## src/rtl/rcu_pkg.sv

```systemverilog
package rcu_pkg;

  // One bit per reset source, as seen in a single cycle.
  typedef struct packed {
    logic por;
    logic lvd;
    logic clkFlt;
    logic illAddr;
    logic dbgForce;
  } rcuReq_t;

  // Strobes from control to datapath.
  typedef struct packed {
    logic capture;    // load the status byte this edge
    logic rstActive;  // system reset currently asserted
  } rcuStrobe_t;

  // Status byte layout.
  localparam int ST_ILL = 3;
  localparam int ST_CLK = 2;
  localparam int ST_LVD = 1;

endpackage

```

## src/rtl/rcu_datapath.sv

```systemverilog
module rcu_datapath
  import rcu_pkg::*;
#(
  parameter int ADDR_W = 16,
  parameter int DATA_W = 8,
  parameter int NUM_GAPS = 2,
  parameter logic [NUM_GAPS*ADDR_W-1:0] GAP_LO = {16'h1860, 16'h0470},
  parameter logic [NUM_GAPS*ADDR_W-1:0] GAP_HI = {16'hBFFF, 16'h17FF},
  parameter logic [ADDR_W-1:0] STAT_ADDR = 16'h1800,
  parameter logic [ADDR_W-1:0] FORCE_ADDR = 16'h1801
) (
  input  logic              clk,
  input  logic              porReq,
  input  logic              lvdTrip,
  input  logic              lvdRstEn,
  input  logic              lvdStopEn,
  input  logic              clkFault,
  input  logic              cpuValid,
  input  logic              cpuWrite,
  input  logic [ADDR_W-1:0] cpuAddr,
  input  logic              dbgWrite,
  input  logic [ADDR_W-1:0] dbgAddr,
  input  logic              dbgWbit,
  input  rcuStrobe_t        strb,
  output rcuReq_t           req,
  output logic [DATA_W-1:0] statusQ,
  output logic [DATA_W-1:0] cpuRdata
);

  logic [NUM_GAPS-1:0] gapHit;
  logic [DATA_W-1:0]   newStatus;

  // One range comparator per unmapped gap.
  for (genvar g = 0; g < NUM_GAPS; g++) begin : g_gap
    localparam logic [ADDR_W-1:0] LO = GAP_LO[g*ADDR_W +: ADDR_W];
    localparam logic [ADDR_W-1:0] HI = GAP_HI[g*ADDR_W +: ADDR_W];
    assign gapHit[g] = (cpuAddr >= LO) && (cpuAddr <= HI);
  end

  // Request vector. The CPU is held while reset is active, so its accesses are not judged then.
  always_comb begin
    req.por      = porReq;
    req.lvd      = lvdTrip && lvdRstEn && lvdStopEn;
    req.clkFlt   = clkFault;
    req.illAddr  = cpuValid && !strb.rstActive && (|gapHit);
    req.dbgForce = dbgWrite && (dbgAddr == FORCE_ADDR) && dbgWbit;
  end

  // Status image: power-on and low-voltage share one flag, a debug force sets none.
  always_comb begin
    newStatus         = '0;
    newStatus[ST_ILL] = req.illAddr;
    newStatus[ST_CLK] = req.clkFlt;
    newStatus[ST_LVD] = req.por || req.lvd;
  end

  // The status byte has no reset of its own and lives across the reset it records.
  always_ff @(posedge clk) begin
    if (strb.capture) statusQ <= newStatus;
  end

  // Read path: only the status byte is visible. The force register and all else read zero.
  always_comb begin
    cpuRdata = '0;
    if (cpuValid && !cpuWrite && (cpuAddr == STAT_ADDR)) cpuRdata = statusQ;
  end

endmodule

```

## src/rtl/rcu_ctrl.sv

```systemverilog
module rcu_ctrl
  import rcu_pkg::*;
#(
  parameter int HOLD_CYCLES = 16
) (
  input  logic       clk,
  input  rcuReq_t    req,
  output rcuStrobe_t strb,
  output logic       sysRst
);

  localparam int CNT_W = $clog2(HOLD_CYCLES + 1);

  logic             anyReq;
  logic             prevReqQ;
  logic [CNT_W-1:0] holdQ;

  assign anyReq = |req;

  // Requests still high from the previous cycle continue the same event.
  // Power-on always restarts the event so the status byte is defined from the first edge.
  always_ff @(posedge clk) begin
    prevReqQ <= anyReq;
  end

  always_ff @(posedge clk) begin
    if (anyReq)            holdQ <= CNT_W'(HOLD_CYCLES);
    else if (holdQ != '0)  holdQ <= holdQ - 1'b1;
  end

  assign sysRst         = (holdQ != '0);
  assign strb.capture   = anyReq && (req.por || !prevReqQ);
  assign strb.rstActive = sysRst;

endmodule

```

## src/rtl/reset_cause_unit.sv

```systemverilog
module reset_cause_unit
  import rcu_pkg::*;
#(
  parameter int ADDR_W = 16,
  parameter int DATA_W = 8,
  parameter int HOLD_CYCLES = 16,
  parameter int NUM_GAPS = 2,
  parameter logic [NUM_GAPS*ADDR_W-1:0] GAP_LO = {16'h1860, 16'h0470},
  parameter logic [NUM_GAPS*ADDR_W-1:0] GAP_HI = {16'hBFFF, 16'h17FF},
  parameter logic [ADDR_W-1:0] STAT_ADDR = 16'h1800,
  parameter logic [ADDR_W-1:0] FORCE_ADDR = 16'h1801
) (
  input  logic              clk,
  input  logic              porReq,
  input  logic              lvdTrip,
  input  logic              lvdRstEn,
  input  logic              lvdStopEn,
  input  logic              clkFault,
  input  logic              cpuValid,
  input  logic              cpuWrite,
  input  logic [ADDR_W-1:0] cpuAddr,
  output logic [DATA_W-1:0] cpuRdata,
  input  logic              dbgWrite,
  input  logic [ADDR_W-1:0] dbgAddr,
  input  logic              dbgWbit,
  output logic              sysRst
);

  rcuReq_t           req;
  rcuStrobe_t        strb;
  logic [DATA_W-1:0] statusQ;

  rcu_datapath #(
    .ADDR_W(ADDR_W), .DATA_W(DATA_W), .NUM_GAPS(NUM_GAPS),
    .GAP_LO(GAP_LO), .GAP_HI(GAP_HI),
    .STAT_ADDR(STAT_ADDR), .FORCE_ADDR(FORCE_ADDR)
  ) u_dp (
    .clk(clk), .porReq(porReq), .lvdTrip(lvdTrip), .lvdRstEn(lvdRstEn),
    .lvdStopEn(lvdStopEn), .clkFault(clkFault), .cpuValid(cpuValid),
    .cpuWrite(cpuWrite), .cpuAddr(cpuAddr), .dbgWrite(dbgWrite),
    .dbgAddr(dbgAddr), .dbgWbit(dbgWbit), .strb(strb), .req(req),
    .statusQ(statusQ), .cpuRdata(cpuRdata)
  );

  rcu_ctrl #(
    .HOLD_CYCLES(HOLD_CYCLES)
  ) u_ctrl (
    .clk(clk), .req(req), .strb(strb), .sysRst(sysRst)
  );

endmodule

```

## config.mk

```make
export PLATFORM = sky130hd
export DESIGN_NAME = reset_cause_unit
export DESIGN_NICKNAME = d
export VERILOG_FILES = /design/src/rtl/rcu_pkg.sv /design/src/rtl/rcu_datapath.sv /design/src/rtl/rcu_ctrl.sv /design/src/rtl/reset_cause_unit.sv
export SDC_FILE = /design/constraint.sdc
export NUM_CORES = 1
export LEC_CHECK = 0
export CAP_MARGIN = 20
export CORE_UTILIZATION = 36
export DETAILED_ROUTE_END_ITERATION = 8
export PLACE_DENSITY = 0.84
export SLEW_MARGIN = 20
export SYNTH_ARGS = -nofsm -noshare
export SYNTH_HDL_FRONTEND = slang
export SYNTH_HIERARCHICAL = 1
export SYNTH_SLANG_ARGS = --single-unit
```

## constraint.sdc

```tcl
create_clock -name clk -period 5.2 [get_ports clk]
set_clock_uncertainty 0.05 [all_clocks]
set_input_delay 1.04 -clock clk [delete_from_list [all_inputs] [get_ports clk]]
set_output_delay 1.04 -clock clk [all_outputs]
set_load 0.01 [all_outputs]
```

==> results.json <==
{
  "die_area_sq_um": 1970,
  "cts_inserted_buffers": 3,
  "rr_endpoint": "u_dp/statusQ[3]",
  "die_y_um": 44.4,
  "hp-start": "u_ctrl/holdQ[0]",
  "io_buffers": 45,
  "fmax_mhz": 250,
  "finalMaxSlewViolations": 0,
  "worst-setup-path-type": "input pin to primary output",
  "crit_path_end_kind": "primary output",
  "rr_worst_depth": 8,
  "synthCells": 72,
  "antenna_found_initial": 0,
  "diodes": 0,
  "layout_commonest_cell": "clkdlybuf4s50_1",
  "layout_common_cells": "45 x clkdlybuf4s50_1, 9 x nor2_1, 6 x nor3_1, 6 x dfxtp_1, 5 x conb_1",
  "cp.arrival_ns": 2.91,
  "whs_path_depth": 2,
  "first_global_vias": 655,
  "cts_sinks": 9,
  "viasPerCell": 4.76,
  "internal_power_mw": 0.150,
  "placementRows": 14,
  "layout-drive-gt1-share_pct": 8.62,
  "clockRootBuffer": "clkbuf_4",
  "fin_setup_tns_ns": 0,
  "coreArea_sq_um": 1590,
  "htree_num_levels": 1,
  "cp_slowest_stage_delay_ns": 0.53,
  "startpoint": "cpuAddr[10]",
  "synth_warnings": 6,
  "ant_nets": 0,
  "die_x_um": 44.4,
  "grt_usage_pct": 17.8,
  "cts_tree": "yes",
  "whs_ns": 0.469,
  "cp.required_ns": 4.11,
  "cp_num_buf_inv": 2,
  "cp_common_cell": "clkdlybuf4s50_1",
  "gp_congestion": 0.748,
  "routedWlPerCell_um": 11.1,
  "crit_path_start_kind": "input pin",
  "syn_area_per_cell_sq_um": 8.98,
  "p_leak_nw": 0.405,
  "status": "completed",
  "boundaryPins": 51,
  "drt_iter0_drc": 6,
  "route.detailed.drc": 0,
  "cts_resized": 0,
  "post-route-period-util_pct": 77.0,
  "drv_cap": 0,
  "netSwitchingPower_mw": 0.0489,
  "whs_endpoint": "u_ctrl/holdQ[0]",
  "clockBufferDepth": 2,
  "clk_pin_slew_ns": 0.06,
  "hold_buffers": 0,
  "grt_pass1_wl_mm": 2.62,
  "wl_mm": 1.56,
  "cpLargestDelayFamily": "buffers and inverters",
  "dp_hpwl_mm": 1.35,
  "ir_drop_v": 0.000166,
  "vias": 666,
  "rsz0062_at_grt": "false",
  "nFillCells": 134,
  "clkPwrFrac_pct": 26.2,
  "p_per_area_nw_per_um2": 181,
  "syn-cell-area_sq_um": 647,
  "min_period_ns": 4.00,
  "r2r-start": "u_ctrl/holdQ[0]",
  "grt_overflow": 0,
  "reg2reg_slack_ns": 3.07,
  "seqPwrFrac_pct": 41.9,
  "cts_setup_buffers": 0,
  "syn_to_final_growth_pct": 70.2,
  "crit_path_top_delay_cell": "clkdlybuf4s50_1",
  "initial_core_util_pct": 40.6,
  "drt_first_pass_iters": 4,
  "switching_share_pct": 24.6,
  "min_path_type": "flip-flop to flip-flop",
  "critPathMaxFanout": 4,
  "setup_viol": 0,
  "pwr-share-comb_pct": 31.9,
  "cp_cell_sequence": "clkdlybuf4s50_1 -> nor4b_2 -> nand4_1 -> nor4_2 -> and2_1 -> clkdlybuf4s50_1",
  "grt_max_degree": 7,
  "nets": 161,
  "worstSkewPairLatency_ns": 0.26,
  "hold_violations": 0
}
layer usage:
metal	wire, um	vias to the layer above	track usage (%)
li1	-	339	-
met1	614	303	18.9
met2	847	22	34.4
met3	75	2	6.12
met4	19	0	1.82
met5	0	-	0
tightest hold or removal path, delay by kind of cell (launching register included):
| family | cells | cell delay [ns] |
|---|---|---|
| simple gates | 2 | 0.15 |
| flops | 1 | 0.32 |
state kept, by name, summed over array words and instances (netlist names):
signal / cells
u_ctrl/holdQ: 5
u_dp/statusQ: 3
u_ctrl/prevReqQ: 1
through the flow:
stage / setup slack [ns] / util [%] / instances / total power, mW / area (sq um)
final: 1.20 / 69.1 / 140 / 0.199 / 1100
after global routing: 1.05 / 69.1 / 140 / 0.212 / 1100
after CTS: 1.17 / 69.1 / 140 / 0.202 / 1100
after detailed placement: 1.19 / 67.4 / 136 / 0.148 / 1070
after global placement: 1.22 / 67.4 / 136 / 0.146 / 1070
after floorplan: 2.25 / - / 76 / 0.115 / 662
final cells by class:
cell class,instances,area (sq um),share of cell area [%]
Clock buffer,4,26.3,2.39
Inverter,3,11.3,1.02
Multi-Input combinational cell,55,373,33.9
Sequential cell,9,210,19.1
Tap cell,24,30.0,2.73
Timing Repair Buffer,45,450,40.9
worst max-delay path by stage:
stage | endpoint | slack (ns) | depth (start not counted)
6_report | cpuRdata[1] | 1.20 | 6
5_1_grt | cpuRdata[2] | 1.05 | 6
4_1_cts | cpuRdata[2] | 1.17 | 6
3_5_place_dp | cpuRdata[2] | 1.19 | 6
3_3_place_gp | cpuRdata[1] | 1.22 | 6
2_1_floorplan | cpuRdata[1] | 2.25 | 4
power by group through the flow:
| stage | combinational (mW) | sequential (mW) | clock, mW |
|---|---|---|---|
| final | 0.0634 | 0.0834 | 0.0521 |
| after global routing | 0.0696 | 0.0842 | 0.0579 |
| after CTS | 0.0641 | 0.0834 | 0.0543 |
| after detailed placement | 0.0634 | 0.0849 | 0 |
| after global placement | 0.0616 | 0.0847 | 0 |
| after floorplan | 0.0307 | 0.0841 | 0 |
Power figures use the tool's default switching activity.
